## src/rtl/alu8_pkg.sv

```systemverilog
package alu8_pkg;

  typedef enum logic [3:0] {
    OP_PASSF = 4'd0,
    OP_ADD   = 4'd1,
    OP_SUB   = 4'd2,
    OP_AND   = 4'd3,
    OP_OR    = 4'd4,
    OP_XOR   = 4'd5,
    OP_COMF  = 4'd6,
    OP_INC   = 4'd7,
    OP_DEC   = 4'd8,
    OP_RLF   = 4'd9,
    OP_RRF   = 4'd10,
    OP_SWAP  = 4'd11,
    OP_MOVW  = 4'd12,
    OP_RSV13 = 4'd13,
    OP_RSV14 = 4'd14,
    OP_RSV15 = 4'd15
  } alu_op_e;

  localparam int FLG_C  = 0;
  localparam int FLG_DC = 1;
  localparam int FLG_Z  = 2;
  localparam int NFLAGS = 3;

endpackage

```

## src/rtl/alu8_arith.sv

```systemverilog
module alu8_arith
  import alu8_pkg::*;
#(
  parameter int DW = 8
) (
  input  logic          clk,
  input  logic          rst_n,
  input  logic          chk_en,
  input  alu_op_e       op,
  input  logic [DW-1:0] w,
  input  logic [DW-1:0] f,
  output logic [DW-1:0] res,
  output logic          c,
  output logic          dc
);
  localparam int NIB = DW / 2;

  logic [DW-1:0] addend;
  logic          cin0;
  logic [DW:0]   full_sum;
  logic [NIB:0]  low_sum;

  // One adder serves every arithmetic operation: subtraction adds ~W plus one.
  always_comb begin
    case (op)
      OP_ADD:  begin addend = w;      cin0 = 1'b0; end
      OP_SUB:  begin addend = ~w;     cin0 = 1'b1; end
      OP_INC:  begin addend = '0;     cin0 = 1'b1; end
      OP_DEC:  begin addend = '1;     cin0 = 1'b0; end
      default: begin addend = w;      cin0 = 1'b0; end
    endcase
  end

  assign full_sum = {1'b0, f} + {1'b0, addend} + {{DW{1'b0}}, cin0};
  assign low_sum  = {1'b0, f[NIB-1:0]} + {1'b0, addend[NIB-1:0]} + {{NIB{1'b0}}, cin0};

  assign res = full_sum[DW-1:0];
  assign c   = full_sum[DW];
  assign dc  = low_sum[NIB];

  p_add_sum_r1: assert property (@(posedge clk) disable iff (!rst_n)
    (chk_en && op == OP_ADD) |-> ({c, res} == ({1'b0, f} + {1'b0, w})));

  p_sub_nobrw_r2: assert property (@(posedge clk) disable iff (!rst_n)
    (chk_en && op == OP_SUB) |-> ((c == (f >= w)) && (res == DW'(f - w))));

  p_sub_dc_r2: assert property (@(posedge clk) disable iff (!rst_n)
    (chk_en && op == OP_SUB) |-> (dc == (f[NIB-1:0] >= w[NIB-1:0])));

  p_dec_wrap_r4: assert property (@(posedge clk) disable iff (!rst_n)
    (chk_en && op == OP_DEC) |-> (DW'(res + 1'b1) == f));

endmodule

```

## src/rtl/alu8_bitops.sv

```systemverilog
module alu8_bitops
  import alu8_pkg::*;
#(
  parameter int DW = 8
) (
  input  logic          clk,
  input  logic          rst_n,
  input  logic          chk_en,
  input  alu_op_e       op,
  input  logic [DW-1:0] w,
  input  logic [DW-1:0] f,
  input  logic          cin,
  output logic [DW-1:0] res,
  output logic          cout
);
  localparam int NIB = DW / 2;

  always_comb begin
    cout = cin;
    case (op)
      OP_PASSF: res = f;
      OP_AND:   res = f & w;
      OP_OR:    res = f | w;
      OP_XOR:   res = f ^ w;
      OP_COMF:  res = ~f;
      OP_RLF:   begin res = {f[DW-2:0], cin}; cout = f[DW-1]; end
      OP_RRF:   begin res = {cin, f[DW-1:1]}; cout = f[0];    end
      OP_SWAP:  res = {f[NIB-1:0], f[DW-1:NIB]};
      OP_MOVW:  res = w;
      default:  res = f;
    endcase
  end

  // Rotation through carry moves bits without creating or destroying any.
  p_rot_left_r5: assert property (@(posedge clk) disable iff (!rst_n)
    (chk_en && op == OP_RLF) |->
      (res[0] == cin) && ($countones({cout, res}) == $countones({cin, f})));

  p_rot_right_r5: assert property (@(posedge clk) disable iff (!rst_n)
    (chk_en && op == OP_RRF) |->
      (res[DW-1] == cin) && ($countones({cout, res}) == $countones({cin, f})));

  p_swap_bits_r6: assert property (@(posedge clk) disable iff (!rst_n)
    (chk_en && op == OP_SWAP) |-> ($countones(res) == $countones(f)));

endmodule

```

## src/rtl/alu8_flagsel.sv

```systemverilog
module alu8_flagsel
  import alu8_pkg::*;
(
  input  alu_op_e           op,
  output logic [NFLAGS-1:0] mask
);
  localparam logic [NFLAGS-1:0] M_Z   = 3'b100;
  localparam logic [NFLAGS-1:0] M_C   = 3'b001;
  localparam logic [NFLAGS-1:0] M_ALL = 3'b111;

  always_comb begin
    case (op)
      OP_ADD, OP_SUB:                       mask = M_ALL;
      OP_PASSF, OP_AND, OP_OR, OP_XOR,
      OP_COMF, OP_INC, OP_DEC:              mask = M_Z;
      OP_RLF, OP_RRF:                       mask = M_C;
      default:                              mask = '0;
    endcase
  end

endmodule

```

## src/rtl/alu8_core.sv

```systemverilog
module alu8_core
  import alu8_pkg::*;
#(
  parameter int DW      = 8,
  parameter bit REG_OUT = 1'b1
) (
  input  logic          clk,
  input  logic          rst_n,
  input  logic          in_valid,
  output logic          in_ready,
  input  logic [3:0]    in_op,
  input  logic [DW-1:0] in_w,
  input  logic [DW-1:0] in_f,
  input  logic [2:0]    in_flags,
  output logic          out_valid,
  input  logic          out_ready,
  output logic [DW-1:0] out_result,
  output logic [2:0]    out_flags,
  output logic [2:0]    out_flag_we
);
  alu_op_e           op;
  logic [DW-1:0]     a_res, b_res, res_c;
  logic              a_c, a_dc, b_c;
  logic              is_arith;
  logic [NFLAGS-1:0] mask_c, new_fl, merged_fl;

  assign op = alu_op_e'(in_op);

  alu8_arith #(.DW(DW)) u_arith (
    .clk(clk), .rst_n(rst_n), .chk_en(in_valid), .op(op),
    .w(in_w), .f(in_f), .res(a_res), .c(a_c), .dc(a_dc)
  );

  alu8_bitops #(.DW(DW)) u_bitops (
    .clk(clk), .rst_n(rst_n), .chk_en(in_valid), .op(op),
    .w(in_w), .f(in_f), .cin(in_flags[FLG_C]), .res(b_res), .cout(b_c)
  );

  alu8_flagsel u_flagsel (.op(op), .mask(mask_c));

  always_comb begin
    case (op)
      OP_ADD, OP_SUB, OP_INC, OP_DEC: is_arith = 1'b1;
      default:                        is_arith = 1'b0;
    endcase
  end

  assign res_c = is_arith ? a_res : b_res;

  always_comb begin
    new_fl         = '0;
    new_fl[FLG_C]  = is_arith ? a_c : b_c;
    new_fl[FLG_DC] = a_dc;
    new_fl[FLG_Z]  = (res_c == '0);
  end

  assign merged_fl = (mask_c & new_fl) | (~mask_c & in_flags);

  generate
    if (REG_OUT) begin : g_reg
      logic          vld_q;
      logic [DW-1:0] res_q;
      logic [2:0]    fl_q, we_q;

      assign in_ready = !vld_q || out_ready;

      always_ff @(posedge clk) begin
        if (!rst_n) begin
          vld_q <= 1'b0;
          res_q <= '0;
          fl_q  <= '0;
          we_q  <= '0;
        end else if (in_ready) begin
          vld_q <= in_valid;
          if (in_valid) begin
            res_q <= res_c;
            fl_q  <= merged_fl;
            we_q  <= mask_c;
          end
        end
      end

      assign out_valid   = vld_q;
      assign out_result  = res_q;
      assign out_flags   = fl_q;
      assign out_flag_we = we_q;

      p_stall_hold_r9: assert property (@(posedge clk) disable iff (!rst_n)
        (out_valid && !out_ready) |=>
          (out_valid && $stable(out_result) && $stable(out_flags) && $stable(out_flag_we)));

      p_keep_flags_r7: assert property (@(posedge clk) disable iff (!rst_n)
        (in_valid && in_ready) |=>
          ((out_flags & ~out_flag_we) == ($past(in_flags) & ~out_flag_we)));
    end else begin : g_comb
      assign in_ready    = out_ready;
      assign out_valid   = in_valid;
      assign out_result  = res_c;
      assign out_flags   = merged_fl;
      assign out_flag_we = mask_c;

      p_keep_flags_r7: assert property (@(posedge clk) disable iff (!rst_n)
        out_valid |-> ((out_flags & ~out_flag_we) == (in_flags & ~out_flag_we)));
    end
  endgenerate

  p_z_result_r3: assert property (@(posedge clk) disable iff (!rst_n)
    (out_valid && out_flag_we[FLG_Z]) |-> (out_flags[FLG_Z] == (out_result == '0)));

endmodule

```

## config.mk

```make
export PLATFORM = sky130hd
export DESIGN_NAME = alu8_core
export DESIGN_NICKNAME = d
export VERILOG_FILES = /design/src/rtl/alu8_pkg.sv /design/src/rtl/alu8_arith.sv /design/src/rtl/alu8_bitops.sv /design/src/rtl/alu8_flagsel.sv /design/src/rtl/alu8_core.sv
export SDC_FILE = /design/constraint.sdc
export NUM_CORES = 1
export LEC_CHECK = 0
export ABC_AREA = 0
export BUFFER_PORTS_ARGS = -buffer_cell sky130_fd_sc_hd__buf_4
export CAP_MARGIN = 15
export CORE_MARGIN = 3
export CORE_UTILIZATION = 45
export CTS_BUF_LIST = sky130_fd_sc_hd__clkbuf_4 sky130_fd_sc_hd__clkbuf_8
export DETAILED_ROUTE_END_ITERATION = 10
export HOLD_SLACK_MARGIN = 0.15
export PLACE_DENSITY = 0.78
export SLEW_MARGIN = 20
export SYNTH_ARGS = -nofsm -noshare
export SYNTH_HDL_FRONTEND = slang
export SYNTH_SLANG_ARGS = --single-unit
```

## constraint.sdc

```tcl
create_clock -name clk -period 7.77 [get_ports clk]
set_input_delay 1.554 -clock clk [delete_from_list [all_inputs] [get_ports clk]]
set_output_delay 1.554 -clock clk [all_outputs]
set_load 0.03 [all_outputs]
```

Word level (Yosys, flattened, before mapping)
Memory sizes are Yosys's and may differ from the RTL's.
Index checks and enable logic that the tools add are counted.

word-level totals
  bits in registers = 15
  input bits = 27
  ROM bits = 48
  output and inout bits = 16
  logic and storage cells = 43
  memories = 1

memories
  memory            depth  bits a word  rd ports  clocked after memory_dff  write ports  line                text
  (name not given)  16     3            1         0                         0            alu8_flagsel.sv:12  case (op)

cells by class
  equality and inequality tests = 12
  bitwise logic cells = 9
  mux-type cells = 7
  reduce and logical (&&, ||, !) cells = 6
  $add $sub $neg = 4

operators by type and width
  cell                number
  $pmux 8 s8          1
  $pmux 8 s3          1
  $eq 4x4->1 const B  5
  $eq 4x3->1 const B  4
  $not 8->8           2
  $add 8x8->9         1
  $add 9x1->9         1
  $and 8x8->8         1
  $eq 4x2->1 const B  2
  $logic_not 8->1     1
  $mux 8              1
  $or 8x8->8          1
  $xor 8x8->8         1
  $and 3x3->3         2
  $add 4x4->5         1
  $add 5x1->5         1
  $eq 4x1->1 const B  1
  $reduce_or 4->1     1
  $mux 1              3
  $not 3->3           1
  $or 3x3->3          1
  $pmux 1 s2          1
  $reduce_and 2->1    1
  $reduce_or 2->1     1
  2 further kinds     2

Depth between registers and ports, before layout
Gate-level depths: netlist (run 1).

  depth after elaboration = 8
  gate-level depth with buffers = 18
  gate-level depth less buffers = 15

Cells and area by module
A second synthesis (run 1) with hierarchy kept.

unflattened totals
  cell total of the unflattened synthesis = 323
  area, all modules = 2479.9 sq um

by module, submodules not included
  module        seq. area each (sq um)  area each (sq um)  cells an instance  instances
  alu8_bitops   0.0                     1031.0             142                1
  alu8_core     300.3                   768.2              89                 1
  alu8_arith    0.0                     624.3              85                 1
  alu8_flagsel  0.0                     56.3               7                  1

Worst setup path before layout (run 1)
No wires, ideal clock.

  path type = input to register
  start point = in in_op[0]
  end point = reg g_reg.fl_q[2], in the netlist out_flags[2]
  arrival = 4.835 ns
  path slack = 2.866 ns
  cell stages on the path = 17
  cell sequence = inv_1 > ha_1 > buf_2 > buf_1 > nand2b_1 > clkbuf_1 > mux2i_1 > a221oi_1 > fa_1 > fa_1 > nand2b_1 > a21oi_1 > a31oi_1 > xor2_1 > a22oi_1 > or4b_1 > o21ai_1

on the way
  word-level cells in the longest chain between the ends = 8
  elaborated cells on any way between the ends = 27
  those cells by class = add/sub (2); eq/ne (12); mux (5); bitwise (4); reduce/logical (3); memory (1)

ends and longest elaborated chain
  item                                                  line                                text
  start: declaration                                    alu8_core.sv:11                     input logic [3:0] in_op,
  $eq 4x4->1 (tied with other cells)                    alu8_arith.sv:25, alu8_core.sv:42
  $pmux 8 s3 / $reduce_or 2->1 (equally long branches)  --
  $add 8x8->9 / $mux 1 (equally long branches)          alu8_arith.sv:34, alu8_arith.sv:25
  $add 9x1->9                                           alu8_arith.sv:34                    assign full_sum = {1'b0, f} + {1'b0, addend} + {{DW{1'b0}}, cin0};
  $mux 8                                                alu8_core.sv:48                     assign res_c = is_arith ? a_res : b_res;
  $logic_not 8->1                                       alu8_core.sv:54                     new_fl[FLG_Z] = (res_c == '0);
  $and 3x3->3                                           alu8_core.sv:57                     assign merged_fl = (mask_c & new_fl) | (~mask_c & in_flags);
  $or 3x3->3 (*)                                        alu8_core.sv:57
  end signal: assignment                                alu8_core.sv:77                     fl_q <= merged_fl;
  end: declaration                                      alu8_core.sv:63                     logic [2:0] fl_q, we_q;

Every way passes the cells marked *; elsewhere a longest branch is shown, timed or not.
A chain may end at the register's enable or synchronous reset.

Worst setup path after layout (run 1)
Ends and elaborated chain as after synthesis.

==> results of run 1 <==
-- power groups by stage --
stage,Combinational [mW],Sequential [mW],Clock (mW)
after floorplan,0.103,0.100,0
after global placement,0.165,0.0880,0
after detailed placement,0.167,0.0882,0
after CTS,0.168,0.0865,0.0648
after global routing,0.189,0.0872,0.0688
final,0.171,0.0864,0.0647
-- registers in the layout, summed over array words and instances, names as in the netlist --
name,count
out_flag_we,3
out_flags,3
out_result,8
out_valid,1
-- kinds of logic (layout without fill, tap and decap cells) --
group / Yosys count / count (layout) / share of synthesized area (%)
AND/OR/NAND/NOR: 115 / 115 / 23.3
AO/OA/AOI/OAI: 111 / 111 / 33.2
buffers and inverters: 44 / 71 / 8.42
adder cells (fa/ha/maj): 30 / 30 / 17.4
flip-flops: 15 / 15 / 13.4
XOR/XNOR: 5 / 5 / 1.95
multiplexers: 4 / 4 / 2.34
-- layer usage --
layer / vias up / global-route usage (%) / wire length (um)
met5: - / 0 / 0
met4: 0 / 6.70 / 153
met3: 14 / 3.66 / 545
met2: 132 / 35.9 / 3070
met1: 1140 / 31.2 / 2950
li1: 1216 / - / -
-- layout by cell type, fill, tap and decap left out, drive strengths merged, types with 6 or more instances in the layout --
| cell type | count |
|---|---|
| o211ai | 11 |
| nand2 | 48 |
| nor2 | 29 |
| nor3 | 7 |
| a22oi | 12 |
| ha | 28 |
| nand3 | 7 |
| dfxtp | 15 |
| o21ai | 28 |
| a21oi | 28 |
| nand2b | 6 |
| buf | 42 |
| inv | 24 |
-- critical path, delay by kind of cell --
family / cells / cell delay [ps]
compound gates: 5 / 780
xor+xnor: 1 / 170
fa+ha+maj: 3 / 1450
buf+inv: 2 / 210
mux: 1 / 210
simple gates: 3 / 1010
-- metrics by stage --
step | hold slack, ps | utilization (%) | std cells | setup WS, ps | power (mW)
floorplan | 584 | - | 324 | 2870 | 0.204
global placement | 446 | 53.3 | 414 | 2510 | 0.253
CTS | 464 | 54.2 | 418 | 2630 | 0.319
detailed placement | 455 | 53.3 | 414 | 2370 | 0.255
global route | 484 | 54.2 | 418 | 2230 | 0.345
finish | 458 | 54.2 | 418 | 2570 | 0.322
-- layout make-up --
cell class	count	area (um^2)	area share [%]
Inverter	25	93.8	3.62
Tap cell	67	83.8	3.23
Clock inverter	1	5.00	0.193
Sequential cell	15	300	11.6
Clock buffer	3	41.3	1.59
Timing Repair Buffer	42	315	12.2
Multi-Input combinational cell	265	1760	67.6
-- worst max-delay path by stage --
stage	from	to	slack, ps
2_1_floorplan	in_op[0]	out_flags[2]	2870
3_3_place_gp	in_op[0]	out_flags[2]	2510
3_5_place_dp	in_op[0]	out_flags[2]	2370
4_1_cts	in_op[0]	out_flags[2]	2630
5_1_grt	in_op[0]	out_flags[2]	2230
6_report	in_op[0]	out_flags[2]	2570
==> out/qor.csv, run 1 <==
metric,value,unit
grt_pass1_wl,11000,um
endpoint_kind,flop,
ant_nets,0,
num_rows,25,
die-width,76.6,um
wl_per_cell,16.1,um
power.density,124,nW/um^2
hold_viol_final,0,
cts_buffers,3,
insertion_delay,250,ps
dp_hpwl,5010,um
pwr-share-comb,53.1,%
area_growth,15.6,%
holdPathStages,2,
cts_resized,0,
layout-drive-gt1-share,15.7,%
seq_area_frac_synth,13.4,%
fin_area,2590,um^2
pwr-share-clk,20.1,%
synth_edf_count,0,
cpPeakStageDelay,570,ps
slowest_stage,ha_1,
p_int,186,uW
synth_seq_cells,15,
drc_errors,0,
grt_pass1_vias,2229,
setup_violations,0,
drt_iter0_drc,239,
synth_top_cells_by_count,"48 x nand2_1, 29 x nor2_1, 28 x ha_1",
min_period,5200,ps
clk_pin_slew,70,ps
syn_area,2240,um^2
peakVddDrop,0.0674,mV
dieArea,5870,um^2
n_fill_cell,477,
hold_buffers,0,
nets,409,
synth_nets,381,
period_share,67.0,%
ioPinCount,43,
cts_sinks,15,
ys_async_sr_fraction,0,%
num_antenna_cells,0,
die_h,76.6,um
yosys_warnings,0,
start_kind,input pin,
min-delay-start,out_result[5],
initial_core_util,46.9,%
vias,2502,
htreeDepth,1,
ys_types,54,
r2r_end,out_flags[2],
reg2reg_depth,6,
synth.most_common_cell,nand2_1,
cts_tree,yes,
r2r-start,out_valid,
crit_type,in2reg,
grt_max_degree,28,
rsz0062_at_grt,false,
synth.avg_cell_area,6.93,um^2
io_buffers,42,
crit_path_cell_trace,buf_4 -> inv_1 -> ha_1 -> nand2b_1 -> mux2i_1 -> a221oi_1 -> fa_1 -> fa_1 -> nand2b_1 -> a21oi_1 -> a31oi_1 -> xor2_1 -> a22oi_1 -> or4b_1 -> o21ai_1,
grt_util_all_layers,22.6,%
netlist_instances,324,
crit_required,7960,ps
place_area,2550,um^2
hp-class,reg2reg,
clockBufferDepth,2,
relSlewSlack,45.0,%
r2r_setup_slack,6340,ps
fmax,0.192,GHz
switching_power,136,uW
max-cap-violations,0,
critPathArrivalTime,5390,ps
leakage,1.15,nW
slew_violations,0,
routed_wl,6720,um
core_area,4790,um^2
yosys_most_used_dff,dfxtp_1,
outcome,"finished, final reports clean",
grt_overflow,0,
crit_fanout,18,
root_buffer,clkbuf_8,
netlist_top_cells_area,"ha_1 16%, dfxtp_1 13%, nand2_1 8.0%, a21oi_1 5.8%, nor2_1 4.8%",
viasPerCell,5.99,
setup_tns,0,ps
post_cts_buffers,0,
power_frac_seq,26.8,%
antenna_found_initial,0,
yosys.area.top_type_share,15.6,%
synth_area_leader_cell,ha_1,
worstMarginPinSlew,825,ps
gp_congestion,0.949,
swShare,42.2,%
hold_path_end,out_result[5],
skew,4.32,ps
first_pass_iters,5,
Power figures use the tool's default switching activity.
==> run 2: changes to the inputs <==
==> constraint.sdc (replaced) <==
create_clock -name clk -period 4.9 [get_ports clk]
set_input_delay 0.98 -clock clk [delete_from_list [all_inputs] [get_ports clk]]
set_output_delay 0.98 -clock clk [all_outputs]
set_load 0.03 [all_outputs]
==> out/qor.csv, run 2 (synthesis results as in run 1) <==
metric,value,unit,change
min-delay-start,out_flag_we[1],,
viasPerCell,5.95,,-0.63%
grt_max_degree,28,,unchanged
reg2reg_depth,6,,unchanged
slew_violations,0,,unchanged
gp_congestion,1.00,,+5.4%
core_area,4790,um^2,unchanged
r2r-start,out_valid,,
crit_required,5090,ps,-2870 ps
final_cell_mix,"49 x buf_4, 48 x nand2_1, 29 x nor2_1",,
grt_pass1_vias,2347,,+5.3%
layout-drive-gt1-share,17.3,%,+1.6 points
cts_sinks,15,,unchanged
grtUsageMet3,3.07,%,-0.59 points
critPathArrivalTime,4180,ps,-1210 ps
rsz0062_at_grt,false,,
holdPathStages,2,,unchanged
post-place-ws,665,ps,-1710 ps
ant_nets,0,,unchanged
clockBufferDepth,2,,unchanged
hold_buffers,0,,unchanged
fmax,0.251,GHz,
vias,2528,,+1.0%
area_growth,17.9,%,
worstMarginPinSlew,828,ps,+2.57 ps
clk_pin_slew,60,ps,about the same
initial_core_util,46.9,%,unchanged
dp_hpwl,5160,um,+3.1%
ioPinCount,43,,unchanged
n_fill_cell,481,,+0.84%
antenna_found_initial,0,,unchanged
root_buffer,clkbuf_8,,
start_kind,input pin,,
use_met1,31.7,%,+0.48 points
num_antenna_cells,0,,unchanged
timing.hold.ws,458,ps,+0.504 ps
min_period,3990,ps,
htreeDepth,1,,unchanged
power.density,193,nW/um^2,+56%
final_cells,425,,+1.7%
cts_resized,0,,unchanged
cts_buffers,3,,unchanged
final_common_cell,buf_4,,
peakVddDrop,0.104,mV,+55%
crit_fanout,17,,-1
grt_overflow,0,,unchanged
max-cap-violations,0,,unchanged
drt_iter0_drc,196,,-18%
nets,416,,+1.7%
largest_reg_flops,8,,unchanged
utilization,55.3,%,+1.1 points
setup_violations,0,,unchanged
insertion_delay,250,ps,about the same
gr-max-usage-layer,met2,,
drc_errors,0,,unchanged
first_pass_iters,5,,unchanged
num_rows,25,,unchanged
setup_tns,0,ps,unchanged
die_h,76.6,um,unchanged
wl_per_cell,15.8,um,-1.7%
skew,1.49,ps,-2.83 ps
hp-class,reg2reg,,
routed_wl,6720,um,about the same
die-width,76.6,um,unchanged
post_cts_buffers,0,,unchanged
endpoint_kind,flop,,
hold_viol_final,0,,unchanged
fin_ws,910,ps,-1660 ps
grt.met2_usage,36.4,%,+0.44 points
cts_tree,yes,,
outcome,"finished, final reports clean",,
r2r_setup_slack,3490,ps,-2850 ps
r2r_end,out_flags[2],,
grt_util_all_layers,22.9,%,+0.29 points
relSlewSlack,44.8,%,-0.17 points
grt_pass1_wl,11100,um,+1.1%
leakage,1.18,nW,+3.0%
period_share,81.4,%,
hold_path_end,out_flag_we[1],,
dieArea,5870,um^2,unchanged
dp_cells,421,,+1.7%
io_buffers,42,,unchanged
crit_type,in2reg,,
==> run 2: changes by cell type in the layout (fill, tap and decap cells not counted), sizes merged <==
cell / previous run / this run
buf: 42 / 49
==> run 2: area by class of cell <==
| type | count | area (um^2) | share of cell area [%] |
|---|---|---|---|
| Multi-Input combinational cell | 265 | 1760 | 66.3 |
| Timing Repair Buffer | 49 | 368 | 13.9 |
| Clock buffer | 3 | 41.3 | 1.56 |
| Clock inverter | 1 | 5.00 | 0.189 |
| Inverter | 25 | 93.8 | 3.54 |
| Tap cell | 67 | 83.8 | 3.17 |
| Sequential cell | 15 | 300 | 11.3 |
==> run 2: report_power, final <==
part	leakage (nW)	switching [mW]	internal, mW	total (mW)
Combinational	1.03	0.164	0.110	0.274
Sequential	0.124	0.00506	0.132	0.137
Clock	0.0255	0.0445	0.0564	0.101
Total	1.18	0.214	0.298	0.512
==> run 2: worst max-delay path, cell delays in order <==
cell	delay, ps
buf_4	120
inv_1	100
ha_1	180
buf_4	220
nand2_1	70
a21o_1	190
fa_1	420
fa_1	410
nand2b_1	160
a21oi_1	240
a31oi_1	160
xor2_1	150
a22oi_1	110
or4b_1	530
o21ai_1	130
==> run 2: per-stage QoR <==
stage / area [um^2] / power (mW)
final: 2650 / 0.512
after global routing: 2650 / 0.549
after CTS: 2650 / 0.511
after detailed placement: 2600 / 0.409
after global placement: 2600 / 0.406
after floorplan: 2240 / 0.323
==> run 2: worst max path at each step <==
stage / to / startpoint / slack [ps] / depth (start not counted)
after detailed placement: out_flags[2] / in_op[2] / 670 / 13
final: out_flags[2] / in_op[0] / 910 / 15
after global placement: out_flags[2] / in_op[2] / 760 / 13
after global routing: out_flags[2] / in_op[2] / 650 / 13
after floorplan: out_flags[2] / in_op[0] / 570 / 17
after CTS: out_flags[2] / in_op[2] / 920 / 13
==> run 2: routing by layer <==
layer	vias to the layer above	share of wire (%)	wire length (um)
met5	-	0	0
met3	23	7.3	487
met4	0	3.1	208
li1	1228	-	-
met1	1168	45	3010
met2	109	45	3010
==> run 3: changes to the inputs <==
==> constraint.sdc (replaced) <==
create_clock -name clk -period 3.8 [get_ports clk]
set_input_delay 0.76 -clock clk [delete_from_list [all_inputs] [get_ports clk]]
set_output_delay 0.76 -clock clk [all_outputs]
set_load 0.03 [all_outputs]
==> out/qor.csv, run 3 (synthesis results as in run 1) <==
metric,value,unit,change
critPathLaunch,in_op[0],,
peakVddDrop,0.177,mV,+69%
clockBufferDepth,2,,unchanged
power.density,251,nW/um^2,+30%
setup_tns,0,ps,unchanged
grt_pass1_wl,11700,um,+5.3%
gp_congestion,0.973,,-2.8%
endpoint_kind,flop,,
skew,4.13,ps,+2.64 ps
num_rows,25,,unchanged
grt_max_degree,19,,-32%
drt_iter0_drc,258,,+32%
hp-class,reg2reg,,
ant_nets,0,,unchanged
leakage,1.23,nW,+4.2%
crit_fanout,7,,-10
crit_required,3990,ps,-1100 ps
slew_violations,0,,unchanged
initial_core_util,46.9,%,unchanged
vias,2592,,+2.5%
max-cap-violations,0,,unchanged
cts_resized,0,,unchanged
core_area,4790,um^2,unchanged
reg2reg_depth,6,,unchanged
critPathArrivalTime,3700,ps,-480 ps
cts_buffers,3,,unchanged
cpPeakStageDelay,500,ps,-30 ps
root_buffer,clkbuf_8,,
n_fill_cell,486,,+1.0%
htreeDepth,1,,unchanged
slowest_stage,or4b_1,,
hold_viol_final,0,,unchanged
grt_overflow,0,,unchanged
die-width,76.6,um,unchanged
first_pass_iters,5,,unchanged
post_cts_buffers,0,,unchanged
die_h,76.6,um,unchanged
r2r-start,out_valid,,
fmax,0.285,GHz,
routed_wl,6970,um,+3.7%
hold_buffers,0,,unchanged
largest_reg_flops,8,,unchanged
io_buffers,42,,unchanged
relSlewSlack,55.8,%,+11 points
r2r_setup_slack,2350,ps,-1140 ps
grt_pass1_vias,2411,,+2.7%
min_period,3500,ps,
cts_tree,yes,,
dieArea,5870,um^2,unchanged
final_common_cell,buf_4,,
utilization,57.1,%,+1.8 points
drc_errors,0,,unchanged
layout-drive-gt1-share,20.4,%,+3.1 points
insertion_delay,250,ps,about the same
crit_end,out_flags[2],,
start_kind,input pin,,
grt_util_all_layers,24.6,%,+1.7 points
final_cell_mix,"59 x buf_4, 48 x nand2_1, 28 x nor2_1, 28 x ha_1, 25 x a21oi_1",,
clk_pin_slew,60,ps,about the same
nets,426,,+2.4%
rsz0062_at_grt,false,,
outcome,"finished, final reports clean",,
worstMarginPinSlew,662,ps,-166 ps
cts_sinks,15,,unchanged
crit_type,in2reg,,
setup_violations,0,,unchanged
num_antenna_cells,0,,unchanged
crit_path_cell_trace,buf_4 -> inv_1 -> ha_1 -> nand2b_1 -> buf_4 -> nor2_1 -> a21oi_1 -> o211ai_1 -> inv_1 -> fa_1 -> nand2b_1 -> a21oi_2 -> a31oi_1 -> xor2_1 -> a22oi_1 -> or4b_1 -> o21ai_1,,
area_growth,21.8,%,
viasPerCell,5.96,,+0.17%
wl_per_cell,16.0,um,+1.4%
period_share,92.2,%,
ioPinCount,43,,unchanged
dp_hpwl,5500,um,+6.6%
r2r_end,out_flags[2],,
antenna_found_initial,0,,unchanged
run 3: per-stage QoR:
step                total power, mW  instance area [um^2]  hold slack [ps]  worst slack [ps]  std cells
floorplan                     0.419                  2260              584              14.4        324
global placement              0.540                  2690              447               120        431
detailed placement            0.545                  2690              450              75.6        431
CTS                           0.685                  2730              458               332        435
global route                  0.733                  2730              473              56.7        435
finish                        0.686                  2730              457               296        435
run 3: area by class of cell:
| cell class | count | area, um^2 | area share (%) |
|---|---|---|---|
| Multi-Input combinational cell | 265 | 1760 | 64.5 |
| Inverter | 25 | 93.8 | 3.43 |
| Sequential cell | 15 | 300 | 11.0 |
| Timing Repair Buffer | 59 | 443 | 16.2 |
| Tap cell | 67 | 83.8 | 3.07 |
| Clock buffer | 4 | 48.8 | 1.78 |
run 3: worst min-delay path by stage:
stage | start | to | slack [ps] | cells past startpoint
global route | out_result[7] | out_result[7] | 470 | 2
finish | out_result[7] | out_result[7] | 460 | 2
CTS | out_result[7] | out_result[7] | 460 | 2
global placement | out_result[5] | out_result[5] | 450 | 2
floorplan | out_flag_we[1] | out_flag_we[1] | 580 | 2
detailed placement | out_result[7] | out_result[7] | 450 | 2
run 3: power breakdown:
| group | total [mW] | internal [mW] | switching (mW) |
|---|---|---|---|
| clock | 0.139 | 0.0816 | 0.0571 |
| combinational | 0.371 | 0.154 | 0.217 |
| sequential | 0.177 | 0.170 | 0.00646 |
| total | 0.686 | 0.406 | 0.280 |
run 3: critical path: cells and delay by family:
kind | cells | cell delay [ps]
AO/OA/AOI/OAI | 6 | 770
AND/OR/NAND/NOR | 4 | 850
buffers and inverters | 4 | 480
XOR/XNOR | 1 | 150
adder cells (fa/ha/maj) | 2 | 670
run 3: routing by layer:
layer	up-vias	GRT usage, %	share of wire (%)
met3	20	4.73	8.4
met4	0	8.88	2.6
met1	1199	32.7	43
met5	-	0	0
li1	1252	-	-
met2	121	39.5	46
